===== config.mk =====
export PLATFORM = sky130hd
export DESIGN_NAME = mii_mgmt_responder
export DESIGN_NICKNAME = d
export VERILOG_FILES = /design/src/rtl/mii_resp_pkg.sv /design/src/rtl/mii_clk_edge.sv /design/src/rtl/mii_reg_bank.sv /design/src/rtl/mii_frame_engine.sv /design/src/rtl/mii_mgmt_responder.sv
export SDC_FILE = /design/constraint.sdc
export NUM_CORES = 1
export LEC_CHECK = 0
export CORE_MARGIN = 5
export CORE_UTILIZATION = 35
export CTS_BUF_LIST = sky130_fd_sc_hd__clkbuf_8
export CTS_CLUSTER_DIAMETER = 120
export CTS_CLUSTER_SIZE = 25
export DETAILED_ROUTE_END_ITERATION = 8
export GPL_ROUTABILITY_DRIVEN = 0
export PLACE_DENSITY = 0.49
export SYNTH_ARGS = -nofsm -noshare
export SYNTH_HDL_FRONTEND = slang
export SYNTH_SLANG_ARGS = --single-unit
export TNS_END_PERCENT = 1

===== constraint.sdc =====
create_clock -name clk -period 4 [get_ports clk]
set_input_delay 0.8 -clock clk [delete_from_list [all_inputs] [get_ports clk]]
set_output_delay 0.8 -clock clk [all_outputs]
set_load 0.02 [all_outputs]

===== src/rtl/mii_resp_pkg.sv =====
package mii_resp_pkg;

    localparam int WORD_W   = 32;
    localparam int DATA_W   = 16;
    localparam int REG_N    = 32;
    localparam int REG_AW   = 5;
    localparam int PHY_AW   = 5;
    localparam int READ_AT  = 16;
    localparam int WRITE_AT = 32;

    localparam logic [3:0] OP_READ  = 4'b0110;
    localparam logic [3:0] OP_WRITE = 4'b0101;

    typedef struct packed {
        logic [3:0]        op;
        logic [PHY_AW-1:0] phy;
        logic [REG_AW-1:0] reg_a;
    } mii_hdr_t;

    typedef enum logic [1:0] {
        ACT_IDLE,
        ACT_RESYNC,
        ACT_LOAD,
        ACT_STORE
    } mii_act_t;

    function automatic mii_hdr_t hdr_short(input logic [WORD_W-1:0] w);
        mii_hdr_t h;
        h.op    = w[15:12];
        h.phy   = w[11:7];
        h.reg_a = w[6:2];
        return h;
    endfunction

    function automatic mii_hdr_t hdr_long(input logic [WORD_W-1:0] w);
        mii_hdr_t h;
        h.op    = w[31:28];
        h.phy   = w[27:23];
        h.reg_a = w[22:18];
        return h;
    endfunction

    function automatic logic [DATA_W-1:0] reg_reset(input int idx);
        case (idx)
            0:       return 16'h3100;
            1:       return 16'hF02C;
            2:       return 16'h7810;
            4:       return 16'h0501;
            5:       return 16'h4181;
            16:      return 16'h0003;
            18:      return 16'h0001;
            default: return 16'h0000;
        endcase
    endfunction

    function automatic logic [DATA_W-1:0] reg_mask(input int idx);
        if (idx == 4)
            return 16'hC01F;
        else if (idx == 16)
            return 16'h0FFF;
        else if ((idx >= 1 && idx <= 6) || (idx >= 18 && idx <= 25))
            return 16'hFFFF;
        else
            return 16'h0000;
    endfunction

endpackage


===== src/rtl/mii_clk_edge.sv =====
module mii_clk_edge (
    input  logic clk,
    input  logic rst,
    input  logic host_wr,
    input  logic mdc_in,
    output logic rise
);
    logic mdc_q;

    always_ff @(posedge clk) begin
        if (rst)
            mdc_q <= 1'b0;
        else if (host_wr)
            mdc_q <= mdc_in;
    end

    assign rise = host_wr & mdc_in & ~mdc_q;
endmodule


===== src/rtl/mii_reg_bank.sv =====
module mii_reg_bank
    import mii_resp_pkg::*;
(
    input  logic              clk,
    input  logic              rst,
    input  logic              wr_en,
    input  logic [REG_AW-1:0] wr_idx,
    input  logic [DATA_W-1:0] wr_data,
    input  logic [REG_AW-1:0] rd_idx,
    output logic [DATA_W-1:0] rd_data,
    output logic [DATA_W-1:0] reg0
);
    logic [DATA_W-1:0] bank_q [REG_N];

    for (genvar i = 0; i < REG_N; i++) begin : g_reg
        localparam logic [DATA_W-1:0] MASK = reg_mask(i);
        localparam logic [DATA_W-1:0] INIT = reg_reset(i);

        always_ff @(posedge clk) begin
            if (rst)
                bank_q[i] <= INIT;
            else if (wr_en && wr_idx == REG_AW'(i))
                bank_q[i] <= (bank_q[i] & ~MASK) | (wr_data & MASK);
        end
    end

    assign rd_data = bank_q[rd_idx];
    assign reg0    = bank_q[0];
endmodule


===== src/rtl/mii_frame_engine.sv =====
module mii_frame_engine
    import mii_resp_pkg::*;
#(
    parameter int          CNT_W    = 6,
    parameter logic [4:0]  PHY_ADDR = 5'd1
) (
    input  logic              clk,
    input  logic              rst,
    input  logic              rise,
    input  logic              mdo,
    input  logic              rd_mode,
    input  logic [DATA_W-1:0] rd_data,
    output logic [REG_AW-1:0] rd_idx,
    output logic              wr_en,
    output logic [REG_AW-1:0] wr_idx,
    output logic [DATA_W-1:0] wr_data,
    output logic              mdi,
    output logic [CNT_W-1:0]  cnt_q,
    output logic [WORD_W-1:0] word_q
);
    localparam logic [CNT_W-1:0] CNT_MAX  = '1;
    localparam logic [CNT_W-1:0] CNT_RD   = CNT_W'(READ_AT);
    localparam logic [CNT_W-1:0] CNT_WR   = CNT_W'(WRITE_AT);

    logic [CNT_W-1:0]  cnt_inc;
    logic              ins_bit;
    logic [WORD_W-1:0] word_sh;
    mii_hdr_t          hdr_s;
    mii_hdr_t          hdr_l;
    mii_act_t          act;
    logic [DATA_W-1:0] load_val;
    logic              mdi_q;

    always_comb begin
        cnt_inc = (cnt_q == CNT_MAX) ? cnt_q : cnt_q + 1'b1;
        ins_bit = mdo && ((cnt_inc < CNT_RD) || !rd_mode);
        word_sh = {word_q[WORD_W-2:0], ins_bit};
        hdr_s   = hdr_short(word_sh);
        hdr_l   = hdr_long(word_sh);

        if (word_sh == '1)
            act = ACT_RESYNC;
        else if (cnt_inc == CNT_RD && hdr_s.op == OP_READ)
            act = ACT_LOAD;
        else if (cnt_inc == CNT_WR && hdr_l.op == OP_WRITE && hdr_l.phy == PHY_ADDR)
            act = ACT_STORE;
        else
            act = ACT_IDLE;

        load_val = (hdr_s.phy == PHY_ADDR) ? rd_data : '0;
    end

    assign rd_idx  = hdr_s.reg_a;
    assign wr_en   = rise && (act == ACT_STORE);
    assign wr_idx  = hdr_l.reg_a;
    assign wr_data = word_sh[DATA_W-1:0];

    always_ff @(posedge clk) begin
        if (rst) begin
            cnt_q  <= '0;
            word_q <= '0;
            mdi_q  <= 1'b0;
        end else if (rise) begin
            cnt_q  <= (act == ACT_RESYNC) ? '0 : cnt_inc;
            word_q <= (act == ACT_LOAD) ? {{(WORD_W-DATA_W){1'b0}}, load_val} : word_sh;
            if (cnt_inc >= CNT_RD && rd_mode)
                mdi_q <= word_sh[DATA_W-1];
        end
    end

    assign mdi = mdi_q;
endmodule


===== src/rtl/mii_mgmt_responder.sv =====
module mii_mgmt_responder
    import mii_resp_pkg::*;
#(
    parameter int         CNT_W    = 6,
    parameter logic [4:0] PHY_ADDR = 5'd1
) (
    input  logic clk,
    input  logic rst,
    input  logic host_wr,
    input  logic host_mdc,
    input  logic host_mdo,
    input  logic host_rd_mode,
    output logic mdi
);
    logic              edge_rise;
    logic [REG_AW-1:0] rd_idx;
    logic [DATA_W-1:0] rd_data;
    logic              wr_en;
    logic [REG_AW-1:0] wr_idx;
    logic [DATA_W-1:0] wr_data;
    logic [DATA_W-1:0] reg0_val;
    logic [CNT_W-1:0]  bit_cnt;
    logic [WORD_W-1:0] shift_word;

    mii_clk_edge u_edge (
        .clk     (clk),
        .rst     (rst),
        .host_wr (host_wr),
        .mdc_in  (host_mdc),
        .rise    (edge_rise)
    );

    mii_frame_engine #(
        .CNT_W    (CNT_W),
        .PHY_ADDR (PHY_ADDR)
    ) u_engine (
        .clk     (clk),
        .rst     (rst),
        .rise    (edge_rise),
        .mdo     (host_mdo),
        .rd_mode (host_rd_mode),
        .rd_data (rd_data),
        .rd_idx  (rd_idx),
        .wr_en   (wr_en),
        .wr_idx  (wr_idx),
        .wr_data (wr_data),
        .mdi     (mdi),
        .cnt_q   (bit_cnt),
        .word_q  (shift_word)
    );

    mii_reg_bank u_bank (
        .clk     (clk),
        .rst     (rst),
        .wr_en   (wr_en),
        .wr_idx  (wr_idx),
        .wr_data (wr_data),
        .rd_idx  (rd_idx),
        .rd_data (rd_data),
        .reg0    (reg0_val)
    );
endmodule


==> Word level (Yosys, flattened, before mapping) <==
Memories as Yosys holds them, arrays and structs flattened. A register that Yosys moved wholly into a read port is not among the register bits.
Cells that the tools add are included.
{ "totals": {"register_bits": 39, "ram_bits": 512, "out_inout_bits": 1, "word_cells": 302, "mem_count": 1} }
{ "classes": {"add_sub_neg": 1, "order_cmp": 2, "eq_ne": 59, "muxes": 139, "bitwise_logic": 37, "reduce_logical": 59} }
{ "memory_table": {"columns": ["name", "depth", "width", "rd", "rd_clocked_by_memory_dff", "wr", "line", "source"], "rows": [
  ["u_bank.bank_q", 32, 16, 3, 1, 32, "mii_reg_bank.sv:13", "logic [DATA_W-1:0] bank_q [REG_N];"]
]} }
{ "ops": {"columns": ["cell", "n"], "rows": [
  ["two-way mux 16 bit", 33],
  ["two-way mux 1 bit", 98],
  ["== test 5 bit (second input constant)", 16],
  ["== test 5 x 4 -> 1 bit (second input constant)", 8],
  ["logical AND 1 bit", 38],
  ["AND reduction 2 bit", 18],
  ["== test 32 bit (second input constant)", 1],
  ["OR 1 bit", 32],
  ["two-way mux 31 bit", 1],
  ["== test 5 x 3 -> 1 bit (second input constant)", 4],
  ["!= test 0 bit", 17],
  ["OR 14 x 16 -> 16 bit", 1],
  ["OR 16 x 12 -> 16 bit", 1],
  ["== test 5 x 1 -> 1 bit (second input constant)", 3],
  ["== test 6 bit (second input constant)", 2],
  ["two-way mux 6 bit", 2],
  ["== test 5 x 2 -> 1 bit (second input constant)", 2],
  ["two-way mux 5 bit", 2],
  ["== test 4 x 3 -> 1 bit (second input constant)", 2],
  ["adder 6 x 1 -> 6 bit (second input constant)", 1],
  ["== test 6 x 5 -> 1 bit (second input constant)", 1],
  [">= comparator 6 x 5 -> 1 bit (second input constant)", 1],
  ["less-than comparator 6 x 5 -> 1 bit (second input constant)", 1],
  ["two-way mux 2 bit", 3],
  ["7 further kinds", 9]
]} }

==> Logic depth before layout (Yosys ltp) <==
Gate-level depths: netlist of the first run.
{ "logic_depth": {"ltp_word": 16, "ltp_mapped": 10} }

==> Modules after synthesis <==
Synthesis of the first run repeated with hierarchy kept, for this count alone.
{ "hier_totals": {"cells_unflattened": 1078, "area_unflattened_um2": 13061.3} }
{ "modules_own_cells": {"columns": ["module", "n_inst", "cells_each", "area_per_inst_um2"], "rows": [
  ["mii_reg_bank", 1, 812, 10898.0],
  ["mii_frame_engine", 1, 261, 2120.8],
  ["mii_clk_edge", 1, 5, 42.5]
]} }

==> Worst setup path after synthesis of the first run <==
No wires, ideal clock.
{ "synth_path": {"path_type": "reg-to-reg", "start": "register u_engine.cnt_q[0]", "end": "memory u_bank.bank_q[22][0] (enable)", "arrival_ns": 2.762, "path_slack_ns": 0.846, "path_stages_with_launch": 10, "period_less_slack_ns": 3.154, "cell_sequence": "dfxtp_1 -> ha_1 -> and4_1 -> buf_2 -> a21oi_1 -> nor3_1 -> and3_1 -> buf_2 -> nand2_1 -> o21bai_1"} }
{ "synth_lines": {"columns": ["element", "line", "source"], "rows": [
  ["start, declared", "mii_frame_engine.sv:18", "output logic [CNT_W-1:0] cnt_q,"],
  ["start signal, assigned", "mii_frame_engine.sv:64", "cnt_q <= (act == ACT_RESYNC) ? '0 : cnt_inc;"],
  ["end, declared", "mii_reg_bank.sv:13", null]
]} }

==> results of run 1 <==
[worst min path at each step]
stage	slack, ns	from	to
2_1_floorplan	0.46	u_edge.mdc_q	u_edge.mdc_q
3_3_place_gp	0.47	u_edge.mdc_q	u_edge.mdc_q
3_5_place_dp	0.48	u_edge.mdc_q	u_edge.mdc_q
4_1_cts	0.51	u_edge.mdc_q	u_edge.mdc_q
5_1_grt	0.54	u_edge.mdc_q	u_edge.mdc_q
6_report	0.50	u_edge.mdc_q	u_edge.mdc_q
[flip-flops by register name (all words and copies together) (netlist names), named ones only]
| register | count |
|---|---|
| u_bank.bank_q | 227 |
| u_edge.mdc_q | 1 |
| u_engine.cnt_q | 6 |
| u_engine.mdi | 1 |
| u_engine.word_q | 31 |
[where the power goes]
part	switching (mW)	internal, mW
registers	0.0762	3.17
logic	0.268	0.172
clock network	0.864	0.420
total	1.21	3.77
[placed cells by master (no fill, tap or decap), types with 6 or more instances in the layout]
cell / instances
mux2i_1: 9
nor4_1: 8
edfxtp_1: 227
mux4_2: 16
nor2b_1: 11
or2_2: 28
a31oi_1: 11
dfxtp_1: 41
buf_4: 41
nand2b_1: 24
a221o_1: 7
o21bai_2: 10
and2_1: 14
o21ai_0: 11
clkbuf_8: 15
nand4_1: 10
mux2_2: 39
nor3_1: 37
or3_1: 10
o211ai_1: 6
nand3_1: 15
a221oi_1: 33
inv_1: 18
nand2_1: 75
a22oi_1: 18
a21oi_1: 19
nor2_1: 241
[worst max-delay path, cell delays in order (launching register included)]
cell and delay [ns]:
dfxtp_1 0.50, ha_1 0.33, and4_1 0.36, a21oi_1 0.15
nor3_1 0.40, and3_1 0.42, nand2_1 0.34, o21bai_2 0.22
buf_4 0.29
[cell type report]
| type | count | area, sq um | area share |
|---|---|---|---|
| well taps | 461 | 577 | 0.0428 |
| clock inverters | 9 | 60.1 | 0.00446 |
| inverters | 11 | 41.3 | 0.00307 |
| clock buffers | 15 | 206 | 0.0153 |
| flip-flops and latches | 271 | 7700 | 0.572 |
| repair buffers | 48 | 383 | 0.0284 |
| multi-input cells | 725 | 4500 | 0.334 |
[metrics by stage]
step	total power, mW	hold WS [ns]	util	cells	setup WS, ns
final	4.97	0.500	0.380	1540	0.670
after global routing	5.15	0.540	0.380	1540	0.463
after CTS	5.01	0.505	0.380	1540	0.713
after detailed placement	3.75	0.485	0.372	1516	0.678
after global placement	3.75	0.474	0.372	1516	0.721
after floorplan	3.57	0.458	-	1100	0.846
[layer usage]
metal  up-vias  share of wire  global-route usage
met1      4357           0.47               0.280
met5         -              0                   0
met2       289           0.45               0.282
met3        31          0.067              0.0277
met4         0          0.015              0.0289
li1       3950              -                   -
[cells by family after synthesis]
kind of cell / after synthesis
DFF: 271
muxes: 64
AOI/OAI and AO/OA: 165
adders and majority gates: 1
buffers and inverters: 104
and+or+nand+nor: 495
==> impl_metrics.tcl, run 1 <==
set metrics [dict create \
    drv_cap 0 \
    worstSetupPathType "reg -> reg" \
    crit_path_end_kind "register" \
    wire_per_inst_um 23.8 \
    cts_hold_buf 0 \
    rr_worst_depth 8 \
    syn_to_final_growth_pct 7.11 \
    ys_seq_area_frac 0.612 \
    grtUsageTotal 0.183 \
    grt-ovfl-total 0 \
    fin_crit_ns 3.33 \
    worst-slew-pin-transition_ns 0.795 \
    crit_end "u_bank.bank_q[19][14]" \
    cp_max_fo 16 \
    antenna_found_initial 0 \
    finClkSkew_ns 0.0263 \
    dp_hpwl_um 25000 \
    path_clk_slew_ns 0.16 \
    n_fill_cell 3486 \
    avgSynthCellArea_sq_um 11.4 \
    startpoint_type "register" \
    synth_edf_count 227 \
    ys_top_cells_by_count "nor2_1 (241), edfxtp_1 (227), nand2_1 (75), clkbuf_1 (54), dfxtp_1 (44)" \
    max_freq_mhz 300 \
    synthMuxAreaShare 0.0707 \
    ioPinCount 7 \
    cts_buffers 14 \
    routed_wl_um 36600 \
    final_area_sq_um 13500 \
    placed_cell_area_sq_um 13200 \
    finalCritPeriodShare 0.832 \
    hold_viol 0 \
    drive_above_1_share 0.152 \
    rsz0062_at_grt "false" \
    synth.area.top_cells "edfxtp_1 (54%), nor2_1 (7.2%), dfxtp_1 (7.0%)" \
    synth_fa_ha_area_frac 0.000995 \
    dieArea_sq_um 39800 \
    synth_top_family_by_area "simple AND/OR/NAND/NOR gates" \
    status "finished, final reports clean" \
    dr.pass1.iters 5 \
    syn_area_sq_um 12600 \
    synth-compound-area-share 0.0983 \
    grt_pass1_vias 8479 \
    synth_cell_types 62 \
    power_leakage_nw 4.01 \
    fp.dieH_um 200 \
    synth_top_area_cell "edfxtp_1" \
    cts_root_buf "clkbuf_8" \
    io_buffers 6 \
    synth_top_flop_cell "edfxtp_1" \
    synth_most_common_cell "nor2_1" \
    num-nets-final 1078 \
    cts.sinks 271 \
    post_cts_resized 0 \
    ir_drop_v 0.000324 \
    crit_arrival_ns 3.57 \
    relSlewSlack 0.469 \
    antennaDiodeCount 0 \
    htreeDepth 1 \
    critPathLaunch "u_engine.cnt_q[0]" \
    antenna_left 0 \
    r2r-start "u_engine.cnt_q[0]" \
    synth_seq_cells 271 \
    yosysTopAreaCellShare 0.542 \
    power_density_nw_per_um2 369 \
    cp.required_ns 4.24 \
    r2r_end "u_bank.bank_q[19][14]" \
    core-area_sq_um 35500 \
    initialDrtViolationCount 908 \
    grt_pass1_wl_um 55200 \
    async_reset_ff_frac 0 \
    synth_xor_area_frac 0 \
    vias 8627 \
    via_per_inst 5.60 \
    syn-num-nets 1107 \
    start_util 0.354 \
    whs_path_depth 2 \
    yosys_warnings 0 \
    grt_max_degree 40 \
    drcViolationCount 0 \
    yosys.area_share.simple 0.185 \
    num_rows 69 \
    fin_tns_setup_ns 0 \
    cts.path.max_buffers 3 \
    rrSetupSlack_ns 0.67 \
    cts_tree "built" \
    hp-class "reg -> reg" \
    die_w_um 200 \
    post_cts_buffers 0 \
    synth_cells 1100 \
    clk_latency_ns 0.55 \
    finalSetupViolations 0 \
    maxSlewViolCount 0 \
]
No activity file was read; power rests on OpenSTA's default activity.
==> run 2, diff against run 1 <==
==> constraint.sdc (replaced) <==
create_clock -name clk -period 3.5 [get_ports clk]
set_input_delay 0.7 -clock clk [delete_from_list [all_inputs] [get_ports clk]]
set_output_delay 0.7 -clock clk [all_outputs]
set_load 0.02 [all_outputs]
==> run 2 against run 1 <==
Routed wire length is 0.91% higher. Critical endpoint is now u_bank.bank_q[23][15]. Worst hold slack worse by 0.0032 ns. Final cell count is 0.52% higher. Critical path type unchanged. Highest routed layer unchanged. Largest power group unchanged.
==> impl_metrics.tcl, run 2 (same netlist as run 1, synthesis figures left out) <==
set metrics [dict create \
    grt_max_degree 45 \
    grt-ovfl-total 0 \
    start_util 0.354 \
    cp.depth 8 \
    vias 8601 \
    max_freq_mhz 307 \
    rr_worst_depth 8 \
    layout_common_cells "nor2_1 (241), edfxtp_1 (227), nand2_1 (75)" \
    hold_viol 0 \
    num-nets-final 1086 \
    grtUsageTotal 0.185 \
    cp.required_ns 3.75 \
    grt_pass1_wl_um 55700 \
    seq_area_sq_um 7700 \
    ioPinCount 7 \
    layout_commonest_cell "nor2_1" \
    crit_path_end_kind "register" \
    crit_arrival_ns 3.50 \
    p_sw_frac 0.243 \
    p_int_mw 4.31 \
    cp_max_fo 16 \
    rsz0062_at_grt "false" \
    antennaDiodeCount 0 \
    path_buf_inv 1 \
    worstSetupPathType "reg -> reg" \
    cts_root_buf "clkbuf_8" \
    finalSetupViolations 0 \
    syn_to_final_growth_pct 7.59 \
    ir_drop_v 0.000350 \
    n_fill_cell 3504 \
    finClkSkew_ns 0.0344 \
    cts.path.max_buffers 3 \
    antenna_found_initial 0 \
    critical_path.cell_chain "ha_1, and4_1, a21oi_1, nor3_1, and3_1, nand2_1, o21bai_2, buf_4" \
    p_seq_frac 0.655 \
    initialDrtViolationCount 818 \
    preCtsSetupSlack_ns 0.228 \
    io_buffers 6 \
    power.share.combinational 0.087 \
    cts_hold_buf 0 \
    placed_cell_area_sq_um 13300 \
    path_clk_slew_ns 0.16 \
    whs_path_depth 2 \
    hp-class "reg -> reg" \
    die_w_um 200 \
    crit_family "simple AND/OR/NAND/NOR gates" \
    fp.dieH_um 200 \
    power_density_nw_per_um2 420 \
    fin_tns_setup_ns 0 \
    finalCritPeriodShare 0.931 \
    fin_util 0.381 \
    drcViolationCount 0 \
    fin_ws_ns 0.243 \
    routed_wl_um 37000 \
    p_sw_mw 1.38 \
    relSlewSlack 0.482 \
    wire_per_inst_um 23.9 \
    largest_register_ffs 227 \
    via_per_inst 5.56 \
    core-area_sq_um 35500 \
    reg_top3 "u_bank.bank_q (227), u_engine.word_q (31), u_engine.cnt_q (6)" \
    cp_slowest_stage_delay_ns 0.49 \
    drv_cap 0 \
    htreeDepth 1 \
    power_leakage_nw 4.05 \
    worst-slew-pin-transition_ns 0.776 \
    drive_above_1_share 0.158 \
    fin_crit_ns 3.26 \
    final_area_sq_um 13500 \
    antenna_left 0 \
    whs_ns 0.496 \
    maxSlewViolCount 0 \
    cts.sinks 271 \
    dieArea_sq_um 39800 \
    clkPwrFrac 0.258 \
    top_register "u_bank.bank_q" \
    startpoint_type "register" \
    cts_buffers 14 \
    status "finished, final reports clean" \
    dp_hpwl_um 25400 \
    post_cts_resized 0 \
    post_cts_buffers 0 \
    clk_latency_ns 0.56 \
    slowest_stage "dfxtp_1" \
    dr.pass1.iters 5 \
    cts_tree "built" \
    multiInputGateArea_sq_um 4500 \
    grt_pass1_vias 8463 \
    num_rows 69 \
]
-- run 2: cell count changes in the layout (fill, tap and decap cells not counted) --
| cell | change |
|---|---|
| buf_4 | +8 |
-- run 2: per-layer routing --
metal / up-vias / global-route usage / wire length, um
met5: - / 0 / 0
met4: 0 / 0.0330 / 667
met3: 38 / 0.0239 / 2040
met2: 238 / 0.285 / 16700
met1: 4355 / 0.283 / 17600
li1: 3970 / - / -
-- run 2: final cells by class --
type	count	share of cell area
Sequential cell	271	0.569
Multi-Input combinational cell	725	0.332
Tap cell	461	0.0426
Timing Repair Buffer	56	0.0327
Clock buffer	15	0.0153
Clock inverter	9	0.00444
Inverter	11	0.00305
-- run 2: worst reg2reg max path, stage by stage, from the launching register on --
cell and delay, ns:
dfxtp_1 0.49, ha_1 0.35, and4_1 0.33, a21oi_1 0.13
nor3_1 0.35, and3_1 0.41, nand2_1 0.36, o21bai_2 0.24
buf_4 0.29
-- run 2: metrics by stage --
step	power, mW	std cells
floorplan	4.08	1100
global placement	4.29	1524
detailed placement	4.29	1524
CTS	5.74	1548
global route	5.90	1548
finish	5.69	1548
-- run 2: final timing paths --
check / from / slack [ns] / to
setup / recovery: u_engine.cnt_q[0] / 0.24 / u_bank.bank_q[23][15]
hold / removal: u_edge.mdc_q / 0.50 / u_edge.mdc_q
setup reg to reg: u_engine.cnt_q[0] / 0.24 / u_bank.bank_q[23][15]
hold reg to reg: u_edge.mdc_q / 0.50 / u_edge.mdc_q
-- run 2: power groups by stage --
stage          registers, mW  logic (mW)  clock network (mW)
6_report                3.73       0.492                1.47
3_5_place_dp            3.80       0.489                   0
2_1_floorplan           3.74       0.341                   0
4_1_cts                 3.73       0.491                1.52
5_1_grt                 3.74       0.527                1.63
3_3_place_gp            3.80       0.491                   0
